## src/rtl/led_seq_pkg.sv

```systemverilog
package led_seq_pkg;

    typedef enum logic [1:0] {
        MODE_OFF  = 2'b00,
        MODE_LOAD = 2'b01,
        MODE_RUN  = 2'b10,
        MODE_HOLD = 2'b11
    } seq_mode_e;

    typedef struct packed {
        logic valid;
        logic hold;
        logic zero;
    } chan_flags_t;

    function automatic seq_mode_e decode_mode(input logic [1:0] code);
        return seq_mode_e'(code);
    endfunction

    function automatic logic resets_pc(input seq_mode_e cur, input seq_mode_e nxt);
        return (nxt == MODE_OFF) || (nxt == MODE_LOAD && cur != MODE_LOAD);
    endfunction

endpackage

```

## src/rtl/led_seq_tick.sv

```systemverilog
module led_seq_tick #(
    parameter int TICK_DIV = 7813
) (
    input  logic clk,
    input  logic rst,
    output logic tick
);
    localparam int CW = (TICK_DIV > 1) ? $clog2(TICK_DIV) : 1;

    logic [CW-1:0] cnt_q;

    generate
        if (TICK_DIV > 1) begin : g_div
            always_ff @(posedge clk) begin
                if (rst) begin
                    cnt_q <= '0;
                    tick  <= 1'b0;
                end else if (cnt_q == CW'(TICK_DIV - 1)) begin
                    cnt_q <= '0;
                    tick  <= 1'b1;
                end else begin
                    cnt_q <= cnt_q + 1'b1;
                    tick  <= 1'b0;
                end
            end

            // the slow timebase never pulses on two edges in a row
            a_r2_tick_gap: assert property (@(posedge clk) disable iff (rst)
                tick |=> !tick);
        end else begin : g_pass
            always_ff @(posedge clk) begin
                cnt_q <= '0;
                tick  <= !rst;
            end
        end
    endgenerate

endmodule

```

## src/rtl/led_seq_chan.sv

```systemverilog
module led_seq_chan
    import led_seq_pkg::*;
#(
    parameter int SLOTS = 16,
    parameter int IW    = 16,
    parameter int PC_W  = 4
) (
    input  logic            clk,
    input  logic            rst,
    input  logic            tick,
    input  logic            mode_wr,
    input  seq_mode_e       mode_new,
    input  logic            pc_wr,
    input  logic [PC_W-1:0] pc_new,
    input  logic            mem_we,
    input  logic [PC_W-1:0] mem_addr,
    input  logic [IW-1:0]   mem_wdata,
    output logic [IW-1:0]   mem_rdata,
    input  logic            done,
    input  logic            frozen,
    output logic            is_load,
    output logic [PC_W-1:0] pc,
    output logic [IW-1:0]   instr,
    output chan_flags_t     flags
);
    seq_mode_e       mode_q, mode_req_q;
    logic            pcv_q;
    logic [PC_W-1:0] pcreq_q, pc_q;
    logic            done_q;
    logic [IW-1:0]   mem_q [SLOTS];
    logic            active, step;

    assign active = (mode_q == MODE_RUN) && !frozen;
    assign step   = tick && active && (done_q || done);

    always_ff @(posedge clk) begin
        if (rst)          mode_req_q <= MODE_OFF;
        else if (mode_wr) mode_req_q <= mode_new;
    end

    always_ff @(posedge clk) begin
        if (rst) begin
            pcv_q   <= 1'b0;
            pcreq_q <= '0;
        end else if (pc_wr) begin
            pcv_q   <= 1'b1;
            pcreq_q <= pc_new;
        end else if (tick) begin
            pcv_q   <= 1'b0;
        end
    end

    always_ff @(posedge clk) begin
        if (rst || tick || !active) done_q <= 1'b0;
        else if (done)              done_q <= 1'b1;
    end

    always_ff @(posedge clk) begin
        if (rst) begin
            mode_q <= MODE_OFF;
            pc_q   <= '0;
        end else if (tick) begin
            mode_q <= mode_req_q;
            if (resets_pc(mode_q, mode_req_q)) pc_q <= '0;
            else if (pcv_q)                    pc_q <= pcreq_q;
            else if (step)                     pc_q <= pc_q + 1'b1;
        end
    end

    always_ff @(posedge clk) begin
        if (rst) begin
            for (int i = 0; i < SLOTS; i++) mem_q[i] <= '0;
        end else if (mem_we && mode_q == MODE_LOAD) begin
            mem_q[mem_addr] <= mem_wdata;
        end
    end

    assign mem_rdata   = (mode_q == MODE_LOAD) ? mem_q[mem_addr] : '0;
    assign instr       = mem_q[pc_q];
    assign pc          = pc_q;
    assign is_load     = (mode_q == MODE_LOAD);
    assign flags.valid = active;
    assign flags.hold  = frozen;
    assign flags.zero  = (mode_q == MODE_OFF);

    // the applied mode moves only on a slow tick
    a_r2_mode_on_tick: assert property (@(posedge clk) disable iff (rst)
        !tick |=> $stable(mode_q));
    // an off channel sits at slot 0
    a_r3_off_pc_zero: assert property (@(posedge clk) disable iff (rst)
        (mode_q == MODE_OFF) |-> (pc_q == '0));
    // entering load leaves the counter at 0
    a_r4_load_entry: assert property (@(posedge clk) disable iff (rst)
        (mode_q == MODE_LOAD && $past(mode_q) != MODE_LOAD) |-> (pc_q == '0));
    // the counter changes only on a slow tick
    a_r6_pc_on_tick: assert property (@(posedge clk) disable iff (rst)
        !tick |=> $stable(pc_q));
    // a running channel moves by at most one slot per tick
    a_r6_one_step: assert property (@(posedge clk) disable iff (rst)
        (tick && mode_q == MODE_RUN && mode_req_q == MODE_RUN && !pcv_q)
        |=> (pc_q == $past(pc_q) || pc_q == $past(pc_q) + 1'b1));
    // a frozen running channel keeps its slot
    a_r9_frozen_still: assert property (@(posedge clk) disable iff (rst)
        (frozen && mode_q == MODE_RUN && mode_req_q == MODE_RUN && !pcv_q)
        |=> $stable(pc_q));
    // a held channel keeps its slot
    a_r10_hold_still: assert property (@(posedge clk) disable iff (rst)
        (mode_q == MODE_HOLD && mode_req_q == MODE_HOLD && !pcv_q)
        |=> $stable(pc_q));

endmodule

```

## src/rtl/led_seq_top.sv

```systemverilog
module led_seq_top
    import led_seq_pkg::*;
#(
    parameter int NUM_CH   = 3,
    parameter int SLOTS    = 16,
    parameter int IW       = 16,
    parameter int TICK_DIV = 7813,
    parameter int PC_W     = $clog2(SLOTS),
    parameter int CH_W     = (NUM_CH > 1) ? $clog2(NUM_CH) : 1
) (
    input  logic                   clk,
    input  logic                   rst,
    input  logic                   mode_wr,
    input  logic [2*NUM_CH-1:0]    mode_val,
    input  logic                   pc_wr,
    input  logic [CH_W-1:0]        pc_ch,
    input  logic [PC_W-1:0]        pc_val,
    input  logic                   mem_wr,
    input  logic [CH_W-1:0]        mem_ch,
    input  logic [PC_W-1:0]        mem_addr,
    input  logic [IW-1:0]          mem_wdata,
    output logic [IW-1:0]          mem_rdata,
    input  logic [NUM_CH-1:0]      exec_done,
    output logic [NUM_CH*IW-1:0]   instr,
    output logic [NUM_CH-1:0]      instr_valid,
    output logic [NUM_CH*PC_W-1:0] pc_out,
    output logic [NUM_CH-1:0]      pwm_hold,
    output logic [NUM_CH-1:0]      zero_cur
);
    logic              tick;
    logic [NUM_CH-1:0] is_load;
    logic              any_load;
    logic [IW-1:0]     ch_rdata [NUM_CH];

    assign any_load = |is_load;

    led_seq_tick #(.TICK_DIV(TICK_DIV)) u_tick (
        .clk  (clk),
        .rst  (rst),
        .tick (tick)
    );

    generate
        for (genvar c = 0; c < NUM_CH; c++) begin : g_ch
            chan_flags_t fl;

            led_seq_chan #(.SLOTS(SLOTS), .IW(IW), .PC_W(PC_W)) u_chan (
                .clk       (clk),
                .rst       (rst),
                .tick      (tick),
                .mode_wr   (mode_wr),
                .mode_new  (decode_mode(mode_val[2*c +: 2])),
                .pc_wr     (pc_wr && pc_ch == CH_W'(c)),
                .pc_new    (pc_val),
                .mem_we    (mem_wr && mem_ch == CH_W'(c)),
                .mem_addr  (mem_addr),
                .mem_wdata (mem_wdata),
                .mem_rdata (ch_rdata[c]),
                .done      (exec_done[c]),
                .frozen    (any_load && !is_load[c]),
                .is_load   (is_load[c]),
                .pc        (pc_out[PC_W*c +: PC_W]),
                .instr     (instr[IW*c +: IW]),
                .flags     (fl)
            );

            assign instr_valid[c] = fl.valid;
            assign pwm_hold[c]    = fl.hold;
            assign zero_cur[c]    = fl.zero;

            // a channel never runs while off or frozen
            a_r9_valid_excl: assert property (@(posedge clk) disable iff (rst)
                instr_valid[c] |-> (!pwm_hold[c] && !zero_cur[c]));
            // a loading channel is never itself held
            a_r9_loader_free: assert property (@(posedge clk) disable iff (rst)
                is_load[c] |-> !pwm_hold[c]);
        end
    endgenerate

    always_comb begin
        mem_rdata = '0;
        for (int c = 0; c < NUM_CH; c++)
            if (mem_ch == CH_W'(c)) mem_rdata = ch_rdata[c];
    end

endmodule

```

## config.mk

```make
export PLATFORM = sky130hd
export DESIGN_NAME = led_seq_top
export DESIGN_NICKNAME = d
export VERILOG_FILES = /design/src/rtl/led_seq_pkg.sv /design/src/rtl/led_seq_tick.sv /design/src/rtl/led_seq_chan.sv /design/src/rtl/led_seq_top.sv
export SDC_FILE = /design/constraint.sdc
export NUM_CORES = 1
export LEC_CHECK = 0
export ABC_AREA = 0
export BUFFER_PORTS_ARGS = -buffer_cell sky130_fd_sc_hd__buf_2
export CAP_MARGIN = 20
export CORE_MARGIN = 1.5
export CORE_UTILIZATION = 30
export DETAILED_ROUTE_END_ITERATION = 16
export MAX_ROUTING_LAYER = met4
export SKIP_LAST_GASP = 1
export SLEW_MARGIN = 20
export SYNTH_ARGS = -nofsm -noshare
export SYNTH_HDL_FRONTEND = slang
export SYNTH_SLANG_ARGS = --single-unit
```

## constraint.sdc

```tcl
create_clock -name clk -period 3 [get_ports clk]
set_clock_uncertainty 0.1 [all_clocks]
set_input_delay 0.6 -clock clk [delete_from_list [all_inputs] [get_ports clk]]
set_output_delay 0.6 -clock clk [all_outputs]
set_load 0.05 [all_outputs]
```

### Word-level counts from Yosys, hierarchy flattened

Memories as Yosys holds them, arrays and structs flattened. A register that Yosys moved wholly into a read port is not among the register bits.
Index checks and enable logic that the tools add are counted.

| storage, ports and cells | value |
|---|---|
| flip-flop bits (word level) | 56 |
| memory bits (writable) | 768 |
| input port bits | 42 |
| output and inout port bits | 85 |
| logic and storage cells | 155 |
| memories kept | 3 |

| cells by class | value |
|---|---|
| $add $sub $neg | 4 |
| equal/unequal tests | 17 |
| multiplexer cells | 46 |
| reduce and logical (&&, ||, !) cells | 65 |

Memories:

| name | words | bits a word | rd ports | clocked after Yosys merged registers in | wr ports | line | RTL |
|---|---|---|---|---|---|---|---|
| g_ch[0].u_chan.mem_q | 16 | 16 | 2 | 1 | 16 | led_seq_chan.sv:30 | `logic [IW-1:0] mem_q [SLOTS];` |
| g_ch[1].u_chan.mem_q | 16 | 16 | 2 | 1 | 16 | led_seq_chan.sv:30 |  |
| g_ch[2].u_chan.mem_q | 16 | 16 | 2 | 1 | 16 | led_seq_chan.sv:30 |  |

Operator list:

| cell | count |
|---|---|
| 2-to-1 mux 16 bit | 9 |
| 2-to-1 mux 4 bit | 18 |
| OR reduction 16 bit | 3 |
| logical AND 1 bit | 24 |
| 2-to-1 mux 1 bit | 19 |
| equality test 2 x 1 -> 1 bit, second input constant | 8 |
| zero test 2 bit | 8 |
| adder 13 x 1 -> 13 bit, second input constant | 1 |
| equality test 13 bit, second input constant | 1 |
| adder 4 x 1 -> 4 bit, second input constant | 3 |
| equality test 2 bit, second input constant | 5 |
| logical OR 1 bit | 10 |
| zero test 1 bit | 9 |
| nonzero test 3 bit | 3 |
| != test 2 x 1 -> 1 bit, second input constant | 3 |
| AND reduction 2 bit | 3 |
| nonzero test 2 bit | 3 |
| OR reduction 3 bit | 1 |
| OR reduction 2 bit | 1 |

### Logic depth before layout (Yosys ltp)

| logic depth | value |
|---|---|
| depth after elaboration | 12 |
| gate-level depth with buffers | 9 |

### Modules after synthesis

Synthesis repeated with hierarchy kept, for this count alone.

| second synthesis, totals | value |
|---|---|
| cell total of the unflattened synthesis | 2973 |
| area, all modules | 44088.5 um^2 |

Modules (own cells, without submodules):

| module | instances | cells an instance | area each (um^2) | sequential area each (um^2) |
|---|---|---|---|---|
| led_seq_chan (g_ch[1].u_chan ...) | 2 | 952 | 14346.3 | 8047.7 |
| led_seq_chan (g_ch[0].u_chan) | 1 | 952 | 14351.3 | 8047.7 |
| led_seq_tick | 1 | 65 | 613.1 | 280.3 |
| led_seq_top | 1 | 52 | 431.7 | 0.0 |

### Worst setup path before layout

No wires, ideal clock.

| path | value |
|---|---|
| path type | in2out |
| from | in mem_addr[1] |
| to | out mem_rdata[0] |
| arrival | 2.624 ns |
| data required time | 2.300 ns |
| path slack | -0.324 ns |
| stages | 7 |
| path buffers | 3 |
| cell sequence | buf_2 > buf_2 > buf_1 > mux4_2 > a22oi_1 > nand2_1 > or4_1 |

| on the way | value |
|---|---|
| word-level cells in the longest chain between the ends | 5 |
| elaborated cells between the ends (all ways) | 9 |
| classes of those cells | 6 x mux; 3 x memory |

RTL lines:

| item | line | RTL |
|---|---|---|
| start: declaration | led_seq_top.sv:20 | `input logic [PC_W-1:0] mem_addr,` |
| memory read (16 x 16 bit) | n/a |  |
| 2-to-1 mux 16 bit | led_seq_chan.sv:78 | `assign mem_rdata = (mode_q == MODE_LOAD) ? mem_q[mem_addr] : '0;` |
| 2-to-1 mux 16 bit (2 in a row) | led_seq_top.sv:83 | `if (mem_ch == CH_W'(c)) mem_rdata = ch_rdata[c];` |
| 2-to-1 mux 16 bit * | led_seq_top.sv:83 |  |
| end: declaration | led_seq_top.sv:22 | `output logic [IW-1:0] mem_rdata,` |

Every way passes the cells marked *; elsewhere a longest branch is shown, timed or not.

### Final worst setup path

| path | value |
|---|---|
| from | in mem_addr[0] |
| to | out mem_rdata[6] |

Same word-level chain as after synthesis.

==> flow_results.xml <==
<?xml version="1.0" encoding="UTF-8"?>
<metrics>
  <group name="power">
    <metric name="power.static_leakage" unit="nW">19.5</metric>
    <metric name="comb_power_share" unit="%">7.9</metric>
    <metric name="power_switching" unit="mW">6.37</metric>
    <metric name="share_seq_of_total_power" unit="%">49.0</metric>
    <metric name="power_report.internal_total" unit="mW">20.7</metric>
    <metric name="vdd_ir_max" unit="V">0.000414</metric>
    <metric name="cellPowerDensity" unit="nW/µm²">498</metric>
    <metric name="pwr-share-clk" unit="%">43.1</metric>
    <metric name="swShare" unit="%">23.6</metric>
  </group>
  <group name="timing">
    <metric name="worst_hold_slack" unit="ns">0.0678</metric>
    <metric name="maxSlewHeadroom" unit="%">28.8</metric>
    <metric name="period_needed" unit="ns">3.52</metric>
    <metric name="timing.final.max_slew_violations" unit="">0</metric>
    <metric name="timing.final.setup_violations" unit="">64</metric>
    <metric name="final_hold_viol_count" unit="">0</metric>
    <metric name="tightestPinTransition" unit="ns">1.07</metric>
    <metric name="grt_setup_unrepaired" unit="">true</metric>
    <metric name="fin_ws" unit="ns">-0.524</metric>
    <metric name="timing.final.crit_share" unit="%">117</metric>
    <metric name="achievable-frequency" unit="MHz">284</metric>
  </group>
  <group name="finish">
    <metric name="layout.core_utilization" unit="%">37.7</metric>
    <metric name="final-seq-area" unit="µm²">24400</metric>
    <metric name="multiInputGateArea" unit="µm²">18600</metric>
    <metric name="number_of_nets_in_the_final_layout" unit="">3301</metric>
    <metric name="areaGrowthSynthToFinish" unit="%">24.2</metric>
    <metric name="filler_cell_count" unit="">13400</metric>
    <metric name="post_route_cells_drive_above_1_share" unit="%">36.6</metric>
  </group>
  <group name="clocking">
    <metric name="clock_tree_from_tritoncts" unit="">yes</metric>
    <metric name="ctsHtreeMaxLevel" unit="">3</metric>
    <metric name="clk_latency" unit="ns">0.69</metric>
    <metric name="cts_made_buffers" unit="">92</metric>
    <metric name="cts.sink_count" unit="">836</metric>
    <metric name="cts_hold_buffers" unit="">0</metric>
    <metric name="ctsRootBufferMaster" unit="">sky130_fd_sc_hd__clkbuf_16</metric>
    <metric name="clk_transition_reported_paths" unit="ns">0.07</metric>
    <metric name="cts-root-to-sink-buffers" unit="">3</metric>
  </group>
  <group name="synthesis">
    <metric name="synth_top_family_by_area" unit="">multiplexers</metric>
    <metric name="post_synth_instance_area" unit="µm²">43700</metric>
    <metric name="ys_dominant_reg_cell" unit="">sky130_fd_sc_hd__edfxtp_1</metric>
    <metric name="synth_compound_area_share" unit="%">2.95</metric>
    <metric name="synth_fp_nets" unit="">3001</metric>
    <metric name="yosys_register_bits" unit="">836</metric>
    <metric name="number_of_synthesized_flops_with_an_enable_pin" unit="">768</metric>
    <metric name="synth_cells" unit="">2954</metric>
    <metric name="synth_area_in_simple_gates" unit="%">15.1</metric>
    <metric name="ys_warn_count" unit="">0</metric>
    <metric name="synth-xor-area-share" unit="%">0.301</metric>
    <metric name="synth_sequential_area_ratio" unit="%">55.9</metric>
    <metric name="post_synth_mux_area_share" unit="%">22.6</metric>
    <metric name="synthesis.area_per_instance" unit="µm²">14.8</metric>
    <metric name="synth_adder_area_share" unit="%">0.143</metric>
    <metric name="synth-async-reset-ratio" unit="%">0</metric>
    <metric name="post_synth_num_cell_types" unit="">54</metric>
  </group>
  <group name="routing">
    <metric name="drcViolationCount" unit="">0</metric>
    <metric name="detail_route.vias_per_cell" unit="">5.26</metric>
    <metric name="detail_route.wl_per_cell" unit="µm">26.7</metric>
    <metric name="dr_total_vias" unit="">27600</metric>
    <metric name="drt-pass1-iter-count" unit="">7</metric>
    <metric name="detailedRoute.firstIterationViolations" unit="">2708</metric>
    <metric name="antenna_left" unit="">0</metric>
    <metric name="postRouteWirelength" unit="µm">140000</metric>
  </group>
  <group name="floorplan">
    <metric name="placement_rows" unit="">139</metric>
    <metric name="area_inside_the_core_boundary" unit="µm²">144000</metric>
    <metric name="die_height" unit="µm">385</metric>
    <metric name="die_w" unit="µm">385</metric>
    <metric name="design.die.area" unit="µm²">148000</metric>
    <metric name="ioPinCount" unit="">127</metric>
    <metric name="effective_utilization_at_floorplan" unit="%">30.3</metric>
  </group>
  <group name="global_routing">
    <metric name="initial_antenna_violation_count" unit="">11</metric>
    <metric name="gr-usage-all-layers" unit="%">19.3</metric>
    <metric name="grt_pass1_wl" unit="µm">200000</metric>
    <metric name="globalRouteOverflowTotal" unit="">0</metric>
    <metric name="grt_pass1_vias" unit="">27200</metric>
    <metric name="grt_start_max_net_pins" unit="">101</metric>
  </group>
  <group name="worst_setup_path">
    <metric name="cp.arrival" unit="ns">2.82</metric>
    <metric name="critPathLaunchType" unit="">input port</metric>
    <metric name="critical_path.endpoint_type" unit="">primary output</metric>
    <metric name="timing_worst_setup_path_type" unit="">in -&gt; out</metric>
    <metric name="slowest_delay" unit="ns">0.62</metric>
    <metric name="timing.critical_path.cells" unit="">buf_16 &gt; buf_12 &gt; bufbuf_16 &gt; buf_4 &gt; mux4_2 &gt; a22oi_2 &gt; nand2_1 &gt; or4_4 &gt; buf_8</metric>
    <metric name="timing.critical_path.max_delay_family" unit="">buffers and inverters</metric>
    <metric name="critical-path-slowest-cell" unit="">sky130_fd_sc_hd__or4_4</metric>
    <metric name="critPathMaxFanout" unit="">6</metric>
    <metric name="crit_buf_inv" unit="">5</metric>
    <metric name="crit_required" unit="ns">2.30</metric>
  </group>
  <group name="flow_run">
    <metric name="drv_cap" unit="">0</metric>
  </group>
  <group name="placed_design">
    <metric name="io_buffers" unit="">126</metric>
    <metric name="detailedPlacementHpwl" unit="µm">98300</metric>
    <metric name="gpl.final_weighted_congestion" unit="">0.876</metric>
  </group>
  <group name="hold_path">
    <metric name="timing.hold.worst.class" unit="">in -&gt; reg</metric>
  </group>
  <group name="status">
    <metric name="run_status" unit="">complete, but fails checks</metric>
    <metric name="failed_checks" unit="">setup timing</metric>
  </group>
</metrics>
-- synthesized netlist by cell type (3+ instances only) --
cell type | n | area (µm²)
sky130_fd_sc_hd__edfxtp_1 | 768 | 23100
sky130_fd_sc_hd__a21oi_1 | 49 | 245
sky130_fd_sc_hd__buf_1 | 13 | 48.8
sky130_fd_sc_hd__o31ai_1 | 3 | 22.5
sky130_fd_sc_hd__nor3_2 | 5 | 50.1
sky130_fd_sc_hd__inv_1 | 4 | 15.0
sky130_fd_sc_hd__xor2_1 | 6 | 52.6
sky130_fd_sc_hd__nor4_1 | 3 | 18.8
sky130_fd_sc_hd__buf_4 | 14 | 105
sky130_fd_sc_hd__nor2_2 | 18 | 113
sky130_fd_sc_hd__mux2i_1 | 158 | 1580
sky130_fd_sc_hd__mux4_2 | 368 | 8290
sky130_fd_sc_hd__and3_1 | 3 | 18.8
sky130_fd_sc_hd__or2_2 | 48 | 300
sky130_fd_sc_hd__nand2b_1 | 8 | 50.1
sky130_fd_sc_hd__nor2_4 | 9 | 101
sky130_fd_sc_hd__clkbuf_1 | 187 | 702
sky130_fd_sc_hd__or3_1 | 12 | 75.1
sky130_fd_sc_hd__and2_1 | 770 | 4820
sky130_fd_sc_hd__nor3b_1 | 4 | 30.0
sky130_fd_sc_hd__buf_2 | 68 | 340
sky130_fd_sc_hd__ha_1 | 5 | 62.6
sky130_fd_sc_hd__nor3_1 | 5 | 25.0
sky130_fd_sc_hd__a221oi_1 | 30 | 263
sky130_fd_sc_hd__dfxtp_1 | 68 | 1360
sky130_fd_sc_hd__nand2_1 | 77 | 289
sky130_fd_sc_hd__xnor2_1 | 9 | 78.8
sky130_fd_sc_hd__nand3_1 | 8 | 40.0
sky130_fd_sc_hd__nor2_1 | 81 | 304
sky130_fd_sc_hd__nor2b_1 | 8 | 50.1
sky130_fd_sc_hd__a22oi_1 | 98 | 736
sky130_fd_sc_hd__buf_6 | 7 | 78.8
sky130_fd_sc_hd__or4_1 | 15 | 113
-- state kept, by name, summed over array words and instances (netlist names), named ones only --
signal and count:
u_tick.tick 1, g_ch.u_chan.done_q 3, g_ch.u_chan.mode_req_q 6, g_ch.u_chan.pc 12, g_ch.u_chan.pcreq_q 12, g_ch.u_chan.pcv_q 3
g_ch.u_chan.mode_q 6, u_tick.cnt_q 13, g_ch.u_chan.mem_q 768
-- worst paths after layout --
kind	startpoint	end	slack, ns	cells past startpoint
worst max register to register	g_ch[2].u_chan.mode_q[0]	g_ch[2].u_chan.mem_q[11][3]	0.29	7
worst min register to register	u_tick.cnt_q[0]	u_tick.cnt_q[0]	0.37	1
worst min-delay path	mode_val[4]	g_ch[2].u_chan.mode_req_q[0]	0.07	3
worst max-delay path	mem_addr[0]	mem_rdata[6]	-0.52	9
-- power by group through the flow --
stage | Sequential, mW | Combinational [mW] | Clock (mW)
2_1_floorplan | 13.4 | 1.14 | 0
3_3_place_gp | 13.5 | 1.95 | 0
3_5_place_dp | 13.5 | 1.96 | 0
4_1_cts | 13.3 | 2.09 | 11.8
5_1_grt | 13.3 | 2.22 | 12.2
6_report | 13.3 | 2.13 | 11.7
-- worst reg2reg max path: stages (launching register included) --
cell and delay [ns]:
sky130_fd_sc_hd__dfxtp_1 0.36, sky130_fd_sc_hd__nor2b_1 0.31, sky130_fd_sc_hd__nand3b_4 0.26, sky130_fd_sc_hd__buf_4 0.24, sky130_fd_sc_hd__nand2b_1 0.17, sky130_fd_sc_hd__buf_12 0.17
sky130_fd_sc_hd__nor3_2 0.20, sky130_fd_sc_hd__or2_2 0.51
-- area by class of cell --
class	count	area share [%]
Sequential cell	836	45.1
Inverter	4	0.0277
Timing Repair Buffer	496	10.6
Antenna cell	10	0.0461
Multi-Input combinational cell	1824	34.3
Clock buffer	112	4.65
Clock inverter	58	0.998
Tap cell	1903	4.39
-- cells by family (layout without fill, tap and decap cells) --
kind of cell / after synthesis / after routing
AOI/OAI and AO/OA: 183 / 183
DFF: 836 / 836
muxes: 526 / 526
other: 0 / 10
buffers and inverters: 294 / 670
xor gates and xnor gates: 15 / 15
adders and majority gates: 5 / 5
and+or+nand+nor: 1095 / 1095
-- cells in the final DEF, fill, tap and decap left out, types with 11 or more instances in the layout --
cell type,Yosys,layout
sky130_fd_sc_hd__a21oi_1,49,34
sky130_fd_sc_hd__a221oi_1,30,13
sky130_fd_sc_hd__a221oi_2,0,15
sky130_fd_sc_hd__a22oi_1,98,56
sky130_fd_sc_hd__a22oi_2,0,42
sky130_fd_sc_hd__and2_1,770,770
sky130_fd_sc_hd__buf_12,0,97
sky130_fd_sc_hd__buf_16,0,19
sky130_fd_sc_hd__buf_2,68,61
sky130_fd_sc_hd__buf_4,14,228
sky130_fd_sc_hd__buf_6,7,52
sky130_fd_sc_hd__buf_8,0,33
sky130_fd_sc_hd__clkbuf_1,187,11
sky130_fd_sc_hd__clkbuf_16,0,101
sky130_fd_sc_hd__clkinv_1,0,16
sky130_fd_sc_hd__clkinv_2,0,18
sky130_fd_sc_hd__dfxtp_1,68,59
sky130_fd_sc_hd__edfxtp_1,768,768
sky130_fd_sc_hd__mux2i_1,158,152
sky130_fd_sc_hd__mux4_2,368,368
sky130_fd_sc_hd__nand2_1,77,71
sky130_fd_sc_hd__nor2_1,81,78
sky130_fd_sc_hd__nor2_2,18,18
sky130_fd_sc_hd__nor2_4,9,12
sky130_fd_sc_hd__or2_2,48,48
sky130_fd_sc_hd__or3_1,12,12
sky130_fd_sc_hd__or4_4,0,15
-- per-layer routing --
layer	wire (µm)	share of wire, %	GRT usage (%)
met1	60100	43	26.3
met2	65100	47	29.5
met3	10400	7.5	3.01
met4	4170	3.0	6.22
met5	0	0	-
-- timing repair --
item / 4_1_cts / 5_1_grt
pin swaps: 29 / 20
cloned: 22 / 2
gates resized for setup: 255 / 84
setup endpoints to repair: 64 / 64
buffers inserted: 28 / 13
-- metrics by stage --
step	std cells	setup TNS (ns)	worst slack [ns]	power [mW]	area, µm²
6_report	5243	-27.23	-0.524	27.0	54300
5_1_grt	5241	-30.13	-0.555	27.7	54300
4_1_cts	5225	-30.56	-0.574	27.1	53900
3_5_place_dp	5010	-10.34	-0.595	15.5	49000
3_3_place_gp	5010	-9.14	-0.647	15.4	49000
2_1_floorplan	2954	0	0.00106	14.5	43900
Power figures use the tool's default switching activity.
